==> src/rtl/cr_pkg.sv <==
package cr_pkg;

  localparam int GRP_W = 4;

  typedef struct packed {
    logic lt;
    logic gt;
    logic eq;
    logic so;
  } cr_grp_t;

  typedef struct packed {
    logic lt;
    logic gt;
    logic eq;
  } cr_flags_t;

  function automatic cr_grp_t make_grp(input cr_flags_t f, input logic so);
    cr_grp_t g;
    g.lt = f.lt;
    g.gt = f.gt;
    g.eq = f.eq;
    g.so = so;
    return g;
  endfunction

endpackage

==> src/rtl/cr_record_eval.sv <==
module cr_record_eval
  import cr_pkg::*;
#(
  parameter int WORD_W = 32
) (
  input  logic [WORD_W-1:0] word,
  output cr_flags_t         flags
);

  logic is_neg;
  logic is_zero;

  assign is_neg  = word[WORD_W-1];
  assign is_zero = (word == '0);

  always_comb begin
    flags.lt = is_neg;
    flags.eq = is_zero;
    flags.gt = ~is_neg & ~is_zero;
  end

endmodule

==> src/rtl/cr_compare_eval.sv <==
module cr_compare_eval
  import cr_pkg::*;
#(
  parameter int WORD_W = 32
) (
  input  logic [WORD_W-1:0] op_a,
  input  logic [WORD_W-1:0] op_b,
  input  logic              signed_mode,
  output cr_flags_t         flags
);

  logic less_s;
  logic less_u;
  logic same;
  logic less;

  assign less_s = $signed(op_a) < $signed(op_b);
  assign less_u = op_a < op_b;
  assign same   = (op_a == op_b);
  assign less   = signed_mode ? less_s : less_u;

  always_comb begin
    flags.lt = less;
    flags.eq = same;
    flags.gt = ~less & ~same;
  end

endmodule

==> src/rtl/cr_group_bank.sv <==
module cr_group_bank
  import cr_pkg::*;
#(
  parameter int NUM_GRP = 8,
  parameter int SEL_W   = $clog2(NUM_GRP),
  parameter int CR_W    = NUM_GRP * GRP_W
) (
  input  logic             clk,
  input  logic             rst,
  input  logic             wr_en,
  input  logic [SEL_W-1:0] wr_sel,
  input  cr_grp_t          wr_data,
  input  logic [SEL_W-1:0] rd_sel,
  output logic [CR_W-1:0]  cr_q,
  output cr_grp_t          rd_grp
);

  cr_grp_t grp_q [NUM_GRP];

  for (genvar g = 0; g < NUM_GRP; g++) begin : g_grp
    logic hit;
    assign hit = wr_en && (wr_sel == SEL_W'(g));

    always_ff @(posedge clk) begin
      if (rst) begin
        grp_q[g] <= '0;
      end else if (hit) begin
        grp_q[g] <= wr_data;
      end
    end

    assign cr_q[CR_W-1-GRP_W*g -: GRP_W] = grp_q[g];
  end

  always_comb begin
    rd_grp = '0;
    for (int i = 0; i < NUM_GRP; i++) begin
      if (rd_sel == SEL_W'(i)) begin
        rd_grp = grp_q[i];
      end
    end
  end

endmodule

==> src/rtl/cr_update_unit.sv <==
module cr_update_unit
  import cr_pkg::*;
#(
  parameter int WORD_W  = 32,
  parameter int RES_W   = 64,
  parameter int NUM_GRP = 8,
  localparam int SEL_W  = $clog2(NUM_GRP),
  localparam int CR_W   = NUM_GRP * GRP_W
) (
  input  logic              clk,
  input  logic              rst,
  input  logic              res_valid,
  input  logic              res_record,
  input  logic              res_imm,
  input  logic              res_dword,
  input  logic [RES_W-1:0]  res_value,
  input  logic              cmp_valid,
  input  logic              cmp_signed,
  input  logic [SEL_W-1:0]  cmp_field,
  input  logic [WORD_W-1:0] cmp_a,
  input  logic [WORD_W-1:0] cmp_b,
  input  logic              so_in,
  input  logic [SEL_W-1:0]  rd_sel,
  output logic [CR_W-1:0]   cr_out,
  output logic [GRP_W-1:0]  rd_field
);

  cr_flags_t rec_flags;
  cr_flags_t cmp_flags;
  cr_grp_t   wr_data;
  cr_grp_t   rd_grp;
  logic      rec_req;
  logic      wr_en;
  logic [SEL_W-1:0] wr_sel;

  cr_record_eval #(.WORD_W(WORD_W)) i_rec (
    .word  (res_value[WORD_W-1:0]),
    .flags (rec_flags)
  );

  cr_compare_eval #(.WORD_W(WORD_W)) i_cmp (
    .op_a        (cmp_a),
    .op_b        (cmp_b),
    .signed_mode (cmp_signed),
    .flags       (cmp_flags)
  );

  assign rec_req = res_valid & ~res_dword & (res_record | res_imm);
  assign wr_en   = cmp_valid | rec_req;
  assign wr_sel  = cmp_valid ? cmp_field : '0;
  assign wr_data = make_grp(cmp_valid ? cmp_flags : rec_flags, so_in);

  cr_group_bank #(.NUM_GRP(NUM_GRP)) i_bank (
    .clk     (clk),
    .rst     (rst),
    .wr_en   (wr_en),
    .wr_sel  (wr_sel),
    .wr_data (wr_data),
    .rd_sel  (rd_sel),
    .cr_q    (cr_out),
    .rd_grp  (rd_grp)
  );

  assign rd_field = rd_grp;

endmodule

==> config.mk <==
export PLATFORM = sky130hd
export DESIGN_NAME = cr_update_unit
export DESIGN_NICKNAME = d
export VERILOG_FILES = /design/src/rtl/cr_pkg.sv /design/src/rtl/cr_record_eval.sv /design/src/rtl/cr_compare_eval.sv /design/src/rtl/cr_group_bank.sv /design/src/rtl/cr_update_unit.sv
export SDC_FILE = /design/constraint.sdc
export NUM_CORES = 1
export LEC_CHECK = 0
export BUFFER_PORTS_ARGS = -buffer_cell sky130_fd_sc_hd__buf_4
export CORE_MARGIN = 8
export CORE_UTILIZATION = 38
export DETAILED_ROUTE_END_ITERATION = 16
export GPL_TIMING_DRIVEN = 0
export PLACE_DENSITY = 0.78
export SLEW_MARGIN = 25
export SYNTH_ARGS = -nofsm -noshare
export SYNTH_HDL_FRONTEND = slang
export SYNTH_SLANG_ARGS = --single-unit
==> constraint.sdc <==
create_clock -name clk -period 2 [get_ports clk]
set_input_delay 0.1 -clock clk [delete_from_list [all_inputs] [get_ports clk]]
set_output_delay 0.1 -clock clk [all_outputs]
set_load 0.02 [all_outputs]
==> impl_metrics.py, run 1 <==
metrics = {
    "drt": {
        "first_pass_iters": 4,
        "viasPerCell": 5.18,
        "wl_per_cell_um": 16.8,
        "routed_wl_mm": 8.19,
        "drt-initial-drc-count": 102,
        "drc_errors": 0,
        "postRouteAntennaNets": 0,
        "dr_total_vias": 2523,
    },
    "synthesis": {
        "synth_commonest_cells": "nor2_1, inv_1, edfxtp_1, ha_1, nand2_1",
        "synth.distinct_cells": 37,
        "syn_inst": 259,
        "synth_largest_area_cell": "edfxtp_1",
        "synth_ff_type": "edfxtp_1",
        "netlist_area_um2": 2530,
        "synth.most_common_cell": "nor2_1",
        "syn_avg_cell_area_um2": 9.76,
        "yosysSeqAreaShare": 0.380,
        "synth_edf_count": 32,
        "ys_seq_elements": 32,
        "synth_top_area_frac": 0.380,
        "synthesis.nets": 434,
        "ys_top_cells_by_area": "edfxtp_1, ha_1, mux4_2, nor2_1, inv_1",
        "ys.warnings.count": 0,
        "async_flop_share": 0,
    },
    "finish": {
        "fin_util": 0.595,
        "n_antenna_cell": 0,
        "layout.nets": 584,
        "fin_area_um2": 3800,
        "largest_registers": "i_bank.grp_q x32",
        "syn_to_final_growth_pct": 50.3,
        "largest_reg_flops": 32,
        "registers.top_by_ff_count": "i_bank.grp_q",
        "drive_gt1_frac": 0.444,
        "final_cells": 487,
    },
    "clock_tree": {
        "cts_root_buffer": "clkbuf_8",
        "cts_tree": "built",
        "numCtsBuffers": 5,
        "cts_buffer_depth": 2,
        "h-tree-depth": 2,
        "clock_sinks": 32,
        "clk_pin_slew_ps": 70,
    },
    "grt": {
        "antenna_found_initial": 0,
        "grt_max_degree": 11,
        "grt_usage": 0.173,
        "grt_pass1_wl_mm": 13.5,
        "grt_pass1_vias": 2954,
        "overflow": 0,
    },
    "power_and_ir_drop": {
        "ir_drop_v": 0.000449,
        "p_leak_uw": 0.00183,
        "power.density_nw_per_um2": 505,
    },
    "placement": {
        "dpl-instance-area_um2": 3690,
        "dp.cells": 478,
        "pre_cts_ws_ps": -367,
        "globalplace.congestion": 0.805,
        "port_buffers": 142,
        "dp_hpwl_mm": 7.29,
    },
    "sta": {
        "grt_setup_unrepaired": "false",
        "setup_slack_ps": 113,
        "slew_violations": 0,
        "setup_viol": 0,
        "fmax_ghz": 0.530,
        "fin_crit_sh": 0.944,
        "hold_viol": 0,
        "max_slew_margin": 0.457,
        "worst_pin_slew_ps": 814,
        "final.min_clock_period_ps": 1890,
    },
    "floorplanning": {
        "die_h_um": 97.6,
        "initial_utilization": 0.396,
        "rows": 29,
        "die_area_um2": 9520,
        "io_pins": 179,
        "fp.dieW_um": 97.6,
        "core_um2": 6390,
    },
    "setup_path": {
        "crit_required_ps": 2040,
        "crit_type": "input port to flop",
        "crit_path_start_kind": "input port",
        "crit_path_end_kind": "flop",
        "critPathArrivalTime_ps": 1930,
        "cp_max_fo": 5,
    },
    "flow_run": {
        "cap_violations": 0,
    },
    "worst_hold_path": {
        "hold_class": "input port to flop",
    },
    "run_status": {
        "status": "complete, no violations",
    },
}
-- worst paths after layout --
check	startpoint	end	slack [ps]	cells past startpoint
hold / removal	res_value[31]	i_bank.grp_q[0][3]	200	3
setup / recovery	cmp_a[31]	i_bank.grp_q[0][14]	110	10
-- worst max-delay path: stages --
cell and delay [ps]:
buf_4 110, ha_1 340, nand4_1 180, o22ai_1 110, a211oi_2 240, o21ai_2 100, nor4b_2 320, nor3_4 70
buf_4 160, and3_2 190
-- layout by cell type (no fill, tap or decap), types with 2 or more instances in the layout --
cell / n
and3_1: 2
mux2_2: 4
nand4_1: 6
nor4_1: 9
nand2_1: 19
clkinv_2: 2
nor2b_1: 2
clkbuf_1: 6
ha_1: 32
buf_4: 143
clkbuf_8: 5
nor3_1: 2
a21oi_1: 16
and3_2: 5
o21bai_1: 6
nand3_1: 2
nand2b_1: 6
edfxtp_1: 32
inv_1: 35
mux4_2: 8
a21o_1: 2
o21ai_0: 7
nor2_1: 39
or2_2: 2
-- layer usage --
metal,track usage,wire (um),vias up
met2,0.319,4270,121
met1,0.167,2930,1157
li1,-,-,1231
met4,0.0676,201,0
met5,0,0,-
met3,0.0697,777,14
-- where the power goes --
| group | internal [uW] | switching [uW] |
|---|---|---|
| Combinational | 335 | 302 |
| Clock | 235 | 233 |
| Sequential | 786 | 28.4 |
| Total | 1360 | 563 |
-- area by class of cell --
class	instances	area, um^2
Sequential cell	32	961
Tap cell	77	96.3
Multi-Input combinational cell	185	1420
Timing Repair Buffer	143	1070
Buffer	7	33.8
Clock buffer	5	68.8
Clock inverter	3	13.8
Inverter	35	131
Fill cell	567	2590
-- through the flow --
step	setup TNS, ps	hold slack, ps	power (uW)
floorplan	0	360	1130
global placement	-6220	508	1440
detailed placement	-6720	513	1460
CTS	0	209	1930
global route	0	266	2020
finish	0	204	1920
-- kinds of logic after synthesis --
kind of cell / synth area share
multiplexers: 0.0891
buffers and inverters: 0.0653
AO/OA/AOI/OAI: 0.100
flip-flops: 0.380
adder cells (fa/ha/maj): 0.158
AND/OR/NAND/NOR: 0.207
-- repair_timing --
item / CTS / global route
setup endpoints to repair: 11 / 15
buffers inserted: 1 / 0
hold buffers: 0 / 0
pin swaps: 1 / 3
resized for setup: 2 / 1
Note: power is estimated with default switching activity, not from simulation.
==> run 2, diff against run 1 <==
BUFFER_PORTS_ARGS = unset   (was -buffer_cell sky130_fd_sc_hd__buf_4)
CORE_UTILIZATION = 58   (was 38)
DONT_BUFFER_PORTS = 1   (was unset)
PLACE_DENSITY = 0.76   (was 0.78)
==> impl_metrics.py, run 2 (same netlist as run 1, synthesis figures left out) <==
metrics = {
    "setup_path": {
        "cp.depth": 10,
        "critPathBufInv": 2,
        "cp_max_fo": 5,
        "critPathArrivalTime_ps": 1930,
        "crit_path_end_kind": "flop",
        "crit_family": "simple AND/OR/NAND/NOR gates",
        "crit_chain": "inv_1 > ha_1 > nand4_1 > nor4_4 > a211oi_1 > o21ai_2 > and3b_2 > nor3_4 > buf_4 > a41o_2",
        "crit_type": "input port to flop",
        "crit_path_start_kind": "input port",
        "max_stage_delay_ps": 360,
        "crit_required_ps": 2050,
        "slowest_stage": "nor4_4",
    },
    "power_and_ir_drop": {
        "internal_power_uw": 1170,
        "p_leak_uw": 0.00115,
        "switching_power_uw": 508,
        "p_seq_frac": 0.524,
        "combinationalPowerShare": 0.195,
        "power.density_nw_per_um2": 619,
        "switching_share": 0.303,
        "clkPwrFrac": 0.281,
        "ir_drop_v": 0.000302,
    },
    "finish": {
        "syn_to_final_growth_pct": 6.98,
        "drive_gt1_frac": 0.149,
        "register_area_um2": 961,
        "layout_commonest_cell": "nor2_1",
        "fin_area_um2": 2700,
        "n_antenna_cell": 0,
        "multi_input_area_um2": 1420,
        "layout.nets": 443,
        "largest_registers": "i_bank.grp_q x32",
        "fin_util": 0.634,
        "largest_reg_flops": 32,
        "nFillCells": 359,
        "final_cell_mix": "nor2_1, inv_1, ha_1, edfxtp_1, nand2_1",
        "final_cells": 321,
        "registers.top_by_ff_count": "i_bank.grp_q",
    },
    "drt": {
        "viasPerCell": 6.10,
        "postRouteAntennaNets": 0,
        "wl_per_cell_um": 20.8,
        "dr_total_vias": 1957,
        "drt-initial-drc-count": 155,
        "routed_wl_mm": 6.68,
        "first_pass_iters": 4,
        "drc_errors": 0,
    },
    "sta": {
        "max_slew_margin": 0.499,
        "final.min_clock_period_ps": 1880,
        "hold_viol": 0,
        "worst_pin_slew_ps": 751,
        "fmax_ghz": 0.532,
        "slew_violations": 0,
        "grt_setup_unrepaired": "false",
        "setup_viol": 0,
        "fin_crit_sh": 0.941,
        "tns_ps": 0,
    },
    "worst_hold_path": {
        "hold_class": "input port to flop",
        "hold_depth": 2,
    },
    "placement": {
        "dp.cells": 311,
        "globalplace.congestion": 0.805,
        "dpl-instance-area_um2": 2590,
        "port_buffers": 0,
        "dp_hpwl_mm": 5.67,
    },
    "clock_tree": {
        "cts_tree": "built",
        "holdBufCountCts": 0,
        "h-tree-depth": 2,
        "clock_sinks": 32,
        "numCtsBuffers": 5,
        "cts_buffer_depth": 2,
        "cts_root_buffer": "clkbuf_8",
        "clk_pin_slew_ps": 70,
    },
    "grt": {
        "grt_max_degree": 11,
        "antenna_found_initial": 0,
        "grt_pass1_vias": 2069,
        "grt_pass1_wl_mm": 9.69,
        "grt_usage": 0.188,
        "overflow": 0,
    },
    "floorplanning": {
        "core_um2": 4260,
        "initial_utilization": 0.593,
        "rows": 24,
        "die_area_um2": 6730,
        "die_h_um": 82.0,
        "fp.dieW_um": 82.0,
        "io_pins": 179,
    },
    "run_status": {
        "status": "complete, no violations",
    },
    "flow_run": {
        "cap_violations": 0,
    },
}
## run 2: cell types whose count changed in the layout (fill, tap and decap cells not counted)
cell | before | now
buf_4 | 143 | 2
a211oi_1 | 0 | 1
a211oi_2 | 1 | 0
## run 2: stage by stage
step                      hold slack, ps  setup WS [ps]  total power [uW]
after floorplan                      360           46.3              1130
after global placement               383           -220              1200
after detailed placement             384           -248              1210
after CTS                           88.1           52.6              1670
after global routing                 104           3.84              1750
final                               90.9            119              1670
## run 2: cell type report
class / instances / area share
Clock inverter: 3 / 0.00509
Inverter: 35 / 0.0486
Tap cell: 52 / 0.0241
Clock buffer: 5 / 0.0255
Timing Repair Buffer: 2 / 0.00555
Multi-Input combinational cell: 185 / 0.523
Buffer: 7 / 0.0125
Sequential cell: 32 / 0.355
## run 2: power groups by stage
stage | combinational [uW] | sequential [uW] | clock, uW
floorplan | 256 | 876 | 0
global placement | 304 | 892 | 0
detailed placement | 312 | 894 | 0
CTS | 315 | 879 | 471
global route | 365 | 883 | 504
finish | 326 | 878 | 471
## run 2: worst paths after layout
path                  slack (ps)                  to     startpoint
worst max-delay path         120  i_bank.grp_q[0][2]      cmp_b[31]
worst min-delay path          90  i_bank.grp_q[0][3]  res_value[31]
## run 2: per-layer routing
metal | up-vias | share of wire | global-route usage
met1 | 887 | 0.38 | 0.213
met5 | - | 0 | 0
met2 | 114 | 0.50 | 0.324
met4 | 0 | 0.0084 | 0.0526
met3 | 7 | 0.11 | 0.0711
li1 | 949 | - | -
## run 2: what timing repair did
item / CTS / global route
setup endpoints to repair: 0 / 18
setup buffers: 0 / 2
resized for setup: 0 / 2
==> run 3, diff against run 2 <==
CORE_MARGIN = 2   (was 8)
==> impl_metrics.py, run 3 (same netlist as run 1, synthesis figures left out) <==
metrics = {
    "placement": {
        "pre_cts_ws_ps": -276,
        "port_buffers": 0,
        "globalplace.congestion": 0.804,
        "dp_hpwl_mm": 4.82,
        "dpl-instance-area_um2": 2590,
    },
    "power_and_ir_drop": {
        "power_uw": 1630,
        "ir_drop_v": 0.000262,
        "p_leak_uw": 0.00114,
        "power.density_nw_per_um2": 608,
    },
    "floorplanning": {
        "die_area_um2": 4900,
        "initial_utilization": 0.593,
        "fp.dieW_um": 70.0,
        "io_pins": 179,
        "die_h_um": 70.0,
        "core_um2": 4260,
        "rows": 24,
    },
    "drt": {
        "dr_total_vias": 1957,
        "viasPerCell": 6.13,
        "drt-initial-drc-count": 175,
        "postRouteAntennaNets": 0,
        "wl_per_cell_um": 17.9,
        "first_pass_iters": 4,
        "routed_wl_mm": 5.70,
        "drc_errors": 0,
    },
    "finish": {
        "largest_reg_flops": 32,
        "registers.top_by_ff_count": "i_bank.grp_q",
        "syn_to_final_growth_pct": 6.44,
        "nFillCells": 385,
        "layout.nets": 442,
        "largest_registers": "i_bank.grp_q x32",
        "final_cell_mix": "nor2_1, inv_1, ha_1, edfxtp_1, nand2_1",
        "fin_area_um2": 2690,
        "n_antenna_cell": 0,
        "drive_gt1_frac": 0.139,
        "layout_commonest_cell": "nor2_1",
    },
    "grt": {
        "overflow": 0,
        "antenna_found_initial": 0,
        "grt_max_degree": 11,
        "grt_pass1_vias": 1984,
        "grt_usage": 0.229,
        "grt_pass1_wl_mm": 8.80,
    },
    "clock_tree": {
        "cts_root_buffer": "clkbuf_8",
        "clock_sinks": 32,
        "h-tree-depth": 2,
        "cts_buffer_depth": 2,
        "numCtsBuffers": 5,
        "clk_pin_slew_ps": 60,
        "holdBufCountCts": 0,
        "cts_tree": "built",
    },
    "sta": {
        "setup_viol": 0,
        "fin_crit_sh": 0.925,
        "hold_viol": 0,
        "max_slew_margin": 0.477,
        "grt_setup_unrepaired": "false",
        "worst_pin_slew_ps": 785,
        "setup_slack_ps": 151,
        "fmax_ghz": 0.541,
        "final.min_clock_period_ps": 1850,
        "slew_violations": 0,
    },
    "setup_path": {
        "critPathArrivalTime_ps": 1880,
        "crit_path_end_kind": "flop",
        "crit_type": "input port to flop",
        "crit_required_ps": 2030,
        "crit_start": "cmp_b[31]",
        "cp_max_fo": 5,
        "crit_path_start_kind": "input port",
    },
    "worst_hold_path": {
        "hold_class": "input port to flop",
        "min-delay-start": "res_value[31]",
    },
    "run_status": {
        "status": "complete, no violations",
    },
    "flow_run": {
        "cap_violations": 0,
    },
}
[run 3: power by group]
| part | switching [uW] | leakage, uW | internal [uW] |
|---|---|---|---|
| Sequential | 88.3 | 0.000310 | 788 |
| Clock | 209 | 0.0000391 | 229 |
| Combinational | 181 | 0.000793 | 140 |
| Total | 478 | 0.00114 | 1160 |
[run 3: path summary, 6_finish.rpt]
check | endpoint | cells after the start
hold / removal | i_bank.grp_q[0][3] | 2
setup / recovery | i_bank.grp_q[1][6] | 10
[run 3: per-stage QoR]
| stage | TNS, ps | instances | utilization | hold WS [ps] |
|---|---|---|---|---|
| 2_1_floorplan | 0 | 259 | - | 360 |
| 3_3_place_gp | -3110 | 311 | 0.608 | 389 |
| 3_5_place_dp | -4350 | 311 | 0.608 | 380 |
| 4_1_cts | 0 | 318 | 0.626 | 93.7 |
| 5_1_grt | 0 | 319 | 0.631 | 127 |
| 6_report | 0 | 319 | 0.631 | 101 |
[run 3: final cells by class]
type                       instances  area, um^2  share of cell area
buffer                             7        33.8              0.0126
clock buffer                       5        68.8              0.0256
clock inverter                     2        7.51             0.00279
inverter                          35         131              0.0488
multi-input combinational        185        1420               0.526
sequential                        32         961               0.357
tap                               52        65.1              0.0242
timing repair buffer               1        7.51             0.00279
[run 3: critical path: stages]
cell and delay, ps:
inv_1 20, ha_1 320, nand4_1 200, nor4_4 350
a211oi_1 130, o21ai_2 100, and3b_2 230, nor3_4 50
buf_4 160, and3_2 190
[run 3: timing repair]
action / CTS / global route
resized for setup: 0 / 2
buffers inserted: 0 / 1
endpoints found under the setup margin: 0 / 18
[run 3: routing by layer]
layer,track usage,share of wire,vias up
met1,0.264,0.39,895
met2,0.404,0.51,110
li1,-,-,946
met3,0.0635,0.087,6
met5,0,0,-
met4,0.0855,0.012,0
